`src/rtl/rbf_pkg.sv`:
```
package rbf_pkg;
  localparam int NUM_BUFS = 2;

  function automatic logic rr_next(input logic sel);
    return ~sel;
  endfunction
endpackage

```
`src/rtl/rbf_pad_fill.sv`:
```
module rbf_pad_fill
  import rbf_pkg::*;
#(
  parameter int WORD_W = 16,
  parameter int DEPTH  = 8,
  parameter int CNT_W  = 16
) (
  input  logic                           clk_i,
  input  logic                           rst_ni,
  input  logic                           start_i,
  input  logic [CNT_W-1:0]               len_i,
  input  logic                           pad_valid_i,
  input  logic [WORD_W-1:0]              pad_data_i,
  output logic                           pad_ready_o,
  input  logic                           take_i,
  output logic [DEPTH-1:0][WORD_W-1:0]   blk_o,
  output logic                           blk_rdy_o,
  output logic                           eoc_o,
  output logic [WORD_W-1:0]              last_word_o
);
  localparam int IDX_W = $clog2(DEPTH);

  logic [DEPTH-1:0][WORD_W-1:0] buf_q [NUM_BUFS];
  logic [NUM_BUFS-1:0] bfull_q, bfull_d;
  logic                wsel_q, rsel_q;
  logic [IDX_W-1:0]    widx_q;
  logic [CNT_W-1:0]    cnt_q, len_q;
  logic                eoc_q;
  logic [WORD_W-1:0]   last_q;
  logic                accept, final_w, close_w;

  // buffer being copied is free for pad writes in the same cycle
  assign pad_ready_o = ~eoc_q & (~bfull_q[wsel_q] | (take_i & (rsel_q == wsel_q)));
  assign accept      = pad_valid_i & pad_ready_o;
  assign final_w     = (cnt_q + 1'b1) == len_q;
  assign close_w     = accept & ((widx_q == IDX_W'(DEPTH - 1)) | final_w);

  always_comb begin
    bfull_d = bfull_q;
    if (take_i)  bfull_d[rsel_q] = 1'b0;
    if (close_w) bfull_d[wsel_q] = 1'b1;
  end

  always_ff @(posedge clk_i or negedge rst_ni) begin
    if (!rst_ni) begin
      bfull_q <= '0;
      wsel_q  <= 1'b0;
      rsel_q  <= 1'b0;
      widx_q  <= '0;
      cnt_q   <= '0;
      len_q   <= '0;
      eoc_q   <= 1'b1;
      last_q  <= '0;
    end else if (start_i) begin
      bfull_q <= '0;
      wsel_q  <= 1'b0;
      rsel_q  <= 1'b0;
      widx_q  <= '0;
      cnt_q   <= '0;
      len_q   <= len_i;
      eoc_q   <= 1'b0;
    end else begin
      bfull_q <= bfull_d;
      if (take_i) rsel_q <= rr_next(rsel_q);
      if (accept) begin
        last_q <= pad_data_i;
        cnt_q  <= cnt_q + 1'b1;
        widx_q <= close_w ? '0 : widx_q + 1'b1;
        if (close_w) wsel_q <= rr_next(wsel_q);
        if (final_w) eoc_q <= 1'b1;
      end
    end
  end

  always_ff @(posedge clk_i) begin
    if (accept && !start_i) buf_q[wsel_q][widx_q] <= pad_data_i;
  end

  assign blk_o       = buf_q[rsel_q];
  assign blk_rdy_o   = bfull_q[rsel_q];
  assign eoc_o       = eoc_q;
  assign last_word_o = last_q;

  p_take_from_full_r4: assert property (@(posedge clk_i) disable iff (!rst_ni)
    take_i |-> bfull_q[rsel_q]);

  p_close_on_final_r7: assert property (@(posedge clk_i) disable iff (!rst_ni)
    (accept && final_w && !start_i) |=> (eoc_q && bfull_q[$past(wsel_q)]));

  p_last_tap_r9: assert property (@(posedge clk_i) disable iff (!rst_ni)
    (accept && !start_i) |=> (last_q == $past(pad_data_i)));

  p_rr_take_r11: assert property (@(posedge clk_i) disable iff (!rst_ni)
    (take_i && !start_i) |=> (rsel_q != $past(rsel_q)));
endmodule

```
`src/rtl/rbf_read_port.sv`:
```
module rbf_read_port #(
  parameter int WORD_W = 16,
  parameter int DEPTH  = 8
) (
  input  logic                         clk_i,
  input  logic                         rst_ni,
  input  logic [DEPTH-1:0][WORD_W-1:0] blk_i,
  input  logic                         blk_rdy_i,
  output logic                         take_o,
  input  logic                         rd_i,
  input  logic                         swap_i,
  input  logic                         clr_i,
  input  logic                         eoc_i,
  output logic [WORD_W-1:0]            rd_data_o,
  output logic                         stall_o,
  output logic                         full_o
);
  localparam int IDX_W = $clog2(DEPTH);
  localparam int HALF  = WORD_W / 2;

  logic [DEPTH-1:0][WORD_W-1:0] fifo_q;
  logic [IDX_W-1:0]             ridx_q;
  logic                         full_q;
  logic                         rd_ok, clr_ok;
  logic [WORD_W-1:0]            word;

  assign take_o  = blk_rdy_i & ~full_q;
  assign rd_ok   = rd_i & full_q;
  assign stall_o = rd_i & ~full_q;
  assign clr_ok  = clr_i & eoc_i;
  assign word    = fifo_q[ridx_q];

  always_comb begin
    if (swap_i) rd_data_o = {word[HALF-1:0], word[WORD_W-1:HALF]};
    else        rd_data_o = word;
  end

  always_ff @(posedge clk_i or negedge rst_ni) begin
    if (!rst_ni) begin
      full_q <= 1'b0;
      ridx_q <= '0;
    end else if (take_o) begin
      full_q <= 1'b1;
      ridx_q <= '0;
    end else if (clr_ok) begin
      full_q <= 1'b0;
      ridx_q <= '0;
    end else if (rd_ok) begin
      if (ridx_q == IDX_W'(DEPTH - 1)) begin
        full_q <= 1'b0;
        ridx_q <= '0;
      end else begin
        ridx_q <= ridx_q + 1'b1;
      end
    end
  end

  always_ff @(posedge clk_i) begin
    if (take_o) fifo_q <= blk_i;
  end

  assign full_o = full_q;

  p_load_sets_full_r2: assert property (@(posedge clk_i) disable iff (!rst_ni)
    take_o |=> (full_q && ridx_q == '0));

  p_empty_after_last_r3: assert property (@(posedge clk_i) disable iff (!rst_ni)
    (rd_ok && ridx_q == IDX_W'(DEPTH - 1) && !clr_ok) |=> !full_q);

  p_clr_ignored_r8: assert property (@(posedge clk_i) disable iff (!rst_ni)
    (clr_i && !eoc_i && !rd_ok && !take_o) |=> $stable(full_q));
endmodule

```
`src/rtl/rx_block_fifo.sv`:
```
module rx_block_fifo #(
  parameter int WORD_W = 16,
  parameter int DEPTH  = 8,
  parameter int CNT_W  = 16
) (
  input  logic              clk_i,
  input  logic              rst_ni,
  input  logic              start_i,
  input  logic [CNT_W-1:0]  len_i,
  input  logic              pad_valid_i,
  input  logic [WORD_W-1:0] pad_data_i,
  output logic              pad_ready_o,
  input  logic              rd_i,
  input  logic              swap_i,
  input  logic              clr_i,
  output logic [WORD_W-1:0] rd_data_o,
  output logic              stall_o,
  output logic              full_o,
  output logic              eoc_o,
  output logic [WORD_W-1:0] last_word_o
);
  logic [DEPTH-1:0][WORD_W-1:0] blk;
  logic                         blk_rdy, take;

  rbf_pad_fill #(.WORD_W(WORD_W), .DEPTH(DEPTH), .CNT_W(CNT_W)) u_fill (
    .clk_i       (clk_i),
    .rst_ni      (rst_ni),
    .start_i     (start_i),
    .len_i       (len_i),
    .pad_valid_i (pad_valid_i),
    .pad_data_i  (pad_data_i),
    .pad_ready_o (pad_ready_o),
    .take_i      (take),
    .blk_o       (blk),
    .blk_rdy_o   (blk_rdy),
    .eoc_o       (eoc_o),
    .last_word_o (last_word_o)
  );

  rbf_read_port #(.WORD_W(WORD_W), .DEPTH(DEPTH)) u_read (
    .clk_i     (clk_i),
    .rst_ni    (rst_ni),
    .blk_i     (blk),
    .blk_rdy_i (blk_rdy),
    .take_o    (take),
    .rd_i      (rd_i),
    .swap_i    (swap_i),
    .clr_i     (clr_i),
    .eoc_i     (eoc_o),
    .rd_data_o (rd_data_o),
    .stall_o   (stall_o),
    .full_o    (full_o)
  );
endmodule

```
`config.mk`:
```
export PLATFORM = sky130hd
export DESIGN_NAME = rx_block_fifo
export DESIGN_NICKNAME = d
export VERILOG_FILES = /design/src/rtl/rbf_pkg.sv /design/src/rtl/rbf_pad_fill.sv /design/src/rtl/rbf_read_port.sv /design/src/rtl/rx_block_fifo.sv
export SDC_FILE = /design/constraint.sdc
export NUM_CORES = 1
export LEC_CHECK = 0
export ABC_AREA = 0
export BUFFER_PORTS_ARGS = -buffer_cell sky130_fd_sc_hd__buf_2
export CAP_MARGIN = 20
export CELL_PAD_IN_SITES_DETAIL_PLACEMENT = 1
export CELL_PAD_IN_SITES_GLOBAL_PLACEMENT = 2
export CORE_MARGIN = 8
export CORE_UTILIZATION = 25
export CTS_CLUSTER_SIZE = 28
export DETAILED_ROUTE_END_ITERATION = 7
export PLACE_DENSITY = 0.43
export SYNTH_ARGS = -nofsm -noshare
export SYNTH_HDL_FRONTEND = slang
export SYNTH_SLANG_ARGS = --single-unit
```
`constraint.sdc`:
```
create_clock -name clk_i -period 8.45 [get_ports clk_i]
set_input_delay 2.1125 -clock clk_i [delete_from_list [all_inputs] [get_ports clk_i]]
set_output_delay 2.1125 -clock clk_i [all_outputs]
set_load 0.05 [all_outputs]
```
==> metrics.md <==
| Metric | Value |
|---|---|
| Number of buffer and inverter instances along the worst setup path | `2` |
| Data arrival time of the critical path | `3.42 ns` |
| Post-DR wirelength/cell | `23.08 um` |
| Critical Path Start Type | `flip-flop` |
| Met2 Use GR | `19.00%` |
| Cell Pwr Density | `272.7 mW/mm2` |
| Net count, final | `1059` |
| Number of synthesis warnings | `0` |
| Height of the die | `279.7 um` |
| # diodes | `0` |
| Count of state elements after synthesis | `roughly 440` |
| Gpl congestion | `roughly 0.70` |
| Timing-limited maximum frequency | `0.1808 GHz` |
| Count of flip-flops with a built-in enable after synthesis | `384` |
| Layout Area Growth over Synthesis | `19.80%` |
| Die extent in x | `279.7 um` |
| Clock Tree Buf Depth | `3` |
| Fill cells | `7043` |
| Number of design-rule violations left by the first detailed-router iteration | `510` |
| H-Tree Depth | `2` |
| Met1 global-route usage | `between 10% and 20%` |
| Count of max-cap constraint violations | `0` |
| Part of the Yosys area used for sequential elements | `74.96%` |
| Required time of the critical path | `6.34 ns` |
| Boundary pin count | `75` |
| Total number of vias | `8574` |
| Antenna violations before repair | `2` |
| Final number of setup-violating endpoints | `0` |
| Dominant synthesized flop cell | `sky130_fd_sc_hd__edfxtp_1` |
| Setup tns final | `0 ns` |
| GRT busiest layer | `met2` |
| Path type of the worst min-delay path | `reg -> reg` |
| Proportion of layout cells with a drive suffix above 1 | `39.85%` |
| Post-CTS sizing | `0` |
| Final hold slack | `0.4987 ns` |
| Cell count after synthesis | `905` |
| Gate family responsible for the most delay along the worst path | `multiplexers` |
| Peak supply drop | `0.1990 mV` |
| Row cnt | `96` |
| Total Routed Length | `45.92 mm` |
| Synth cell types | `51` |
| Crit Path Category | `reg -> out` |
| Outcome | `completed` |
| Wire length of the first global-routing pass | `67.10 mm` |
| Syn nets | `949` |
| Async SR Flop Fraction | `13.51%` |
| Via-per-instance ratio | `roughly 4.3` |
| GRT Total Usage | `11.72%` |
| Layout Cells excl Fill | `~2k` |
| Maximum single-stage delay on the critical path | `0.84 ns` |
| Number of optimization iterations in the first detailed-route pass | `6` |
| Final ANT Viol Nets | `0` |
| Overall die area | `0.07824 mm2` |
| Final-report hold violation count | `0` |
| LEAKAGE | `6.820 nW` |
| Grt met3 use | `around 2.1%` |
| Estimated wirelength of the detail-placed design | `27.17 mm` |
| Number of setup buffers added after CTS | `0` |
| Minimum period implied by the final worst setup slack | `roughly 5.5 ns` |
| Slew margin rel. | `29.03%` |
| Final Skew | `0.01470 ns` |
| Total power after layout | `5.679 mW` |
| Worst-path cell with the longest stage delay | `sky130_fd_sc_hd__dfrtp_2` |
| CP Capture Type | `output port` |
| Number of max-slew violations in the final report | `0` |
| Clock latency reported for the late side of the worst-skew pair | `~0.60 ns` |
| CTS Hold Buffers Added | `0` |
| Most frequent CP cell | `sky130_fd_sc_hd__mux4_2` |
| Starting density of the core | `25.31%` |
| Synthesized cell area | `0.01739 mm2` |
| Maximum number of pins on one net before global-route repair | `68` |
| Critical-path cell list | `buf_4, mux4_2, mux4_2, buf_2` |
| Total global routing overflow | `0` |
| Final cell utilization of the core | `30.32%` |
| Clock-pin slew reported for the worst setup and hold paths after clock tree synthesis | `roughly 0.06 ns` |
| Placed cell count | `1890` |
| RSZ-0062 raised after global routing | `no` |
| Largest fanout on the critical path | `19` |
| Total clock buffers created by CTS | `53` |
| Share of the cycle needed by the critical path after routing | `roughly two thirds` |
| Core region area | `0.06871 mm2` |
| TritonCTS Sinks | `444` |
| DRC violations left | `0` |
| Clock tree from TritonCTS | `done` |
| Cell chosen for the clock root | `sky130_fd_sc_hd__clkbuf_16` |
| Vias in the first global route | `9375` |
| Count of buffers inserted at the top-level ports | `between 70 and 80` |
| Tightest Pin Transition | `between 1 and 1.5 ns` |
| Mean instance size in the synthesized netlist | `19.21 um2` |
| Most common cell after layout, fill and taps aside | `sky130_fd_sc_hd__edfxtp_1` |
| Most frequent cells in the layout | `384 x sky130_fd_sc_hd__edfxtp_1, 159 x sky130_fd_sc_hd__mux2_2, 73 x sky130_fd_sc_hd__buf_2` |
worst paths after layout:
path	startpoint	to	slack, ns	cells past startpoint
worst max-delay path	u_read.ridx_q[0]	rd_data_o[10]	2.92	4
worst min-delay path	u_fill.last_word_o[8]	u_fill.last_word_o[8]	0.50	1
worst max register to register	u_fill.rsel_q	u_fill.buf_q[0][38]	4.07	7
worst min register to register	u_fill.last_word_o[8]	u_fill.last_word_o[8]	0.50	1
max in group asynchronous	rst_ni	u_fill.rsel_q	6.05	1
min in group asynchronous	rst_ni	u_fill.len_q[11]	1.68	1
area by class of cell:
type                    instances  area, um2  share of cell area, %
clock inverters                19      231.5                  1.111
multi-input cells             411       4223                  20.27
well taps                     931       1165                  5.593
inverters                       7      26.28                 0.1261
repair buffers                 98      565.5                  2.715
flip-flops and latches        444      13040                  62.61
clock buffers                  80       1578                  7.575
stage by stage:
stage / setup WS (ns) / cell area [um2]
finish: 2.918 / 20830
global route: 2.682 / 20830
CTS: 2.721 / 20810
detailed placement: 2.913 / 19000
global placement: 2.906 / 19000
floorplan: 1.545 / 17390
per-layer routing:
| metal | wire (um) | share of wire [%] | vias up |
|---|---|---|---|
| met2 | 21400 | 47 | 163 |
| met3 | 1827 | 4.0 | 85 |
| met4 | 1250 | 2.7 | 0 |
| met5 | 0 | 0 | - |
| met1 | 21440 | 47 | 4533 |
| li1 | - | - | 3793 |
synth_stat cells (8+ instances only):
cell type,number,area (um2)
sky130_fd_sc_hd__nor2_1,39,146.4
sky130_fd_sc_hd__nand3_1,10,50.05
sky130_fd_sc_hd__xnor2_1,17,148.9
sky130_fd_sc_hd__nand2_1,27,101.4
sky130_fd_sc_hd__xor2_1,16,140.1
sky130_fd_sc_hd__a21oi_1,8,40.04
sky130_fd_sc_hd__edfxtp_1,384,11530
sky130_fd_sc_hd__dfrtp_1,59,1476
sky130_fd_sc_hd__clkbuf_1,35,131.4
sky130_fd_sc_hd__mux2_2,159,1790
sky130_fd_sc_hd__nor3_1,14,70.07
sky130_fd_sc_hd__mux4_2,48,1081
kinds of logic (layout without fill, tap and decap cells):
logic type,Yosys count,in the layout,synth area share [%]
DFF,444,444,74.96
muxes,211,211,16.75
and+or+nand+nor,130,130,3.735
buffers and inverters,50,204,1.130
xor gates and xnor gates,34,34,1.756
AOI/OAI and AO/OA,31,31,1.310
adders and majority gates,5,5,0.3598
power breakdown:
part	switching, mW	internal, mW
combinational	0.538	0.303
sequential	0.0905	2.41
clock	0.921	1.41
total	1.55	4.13
state kept, by name, indices dropped and copies added, names as in the netlist:
register and count:
u_fill.buf_q 256, u_read.fifo_q 128, u_fill.cnt_q 16, u_fill.last_word_o 16, u_fill.len_q 16, u_fill.widx_q 3, u_read.ridx_q 3, u_fill.bfull_q 2
u_fill.eoc_o 1, u_fill.rsel_q 1, u_fill.wsel_q 1, u_read.full_o 1
Power figures use the tool's default switching activity.
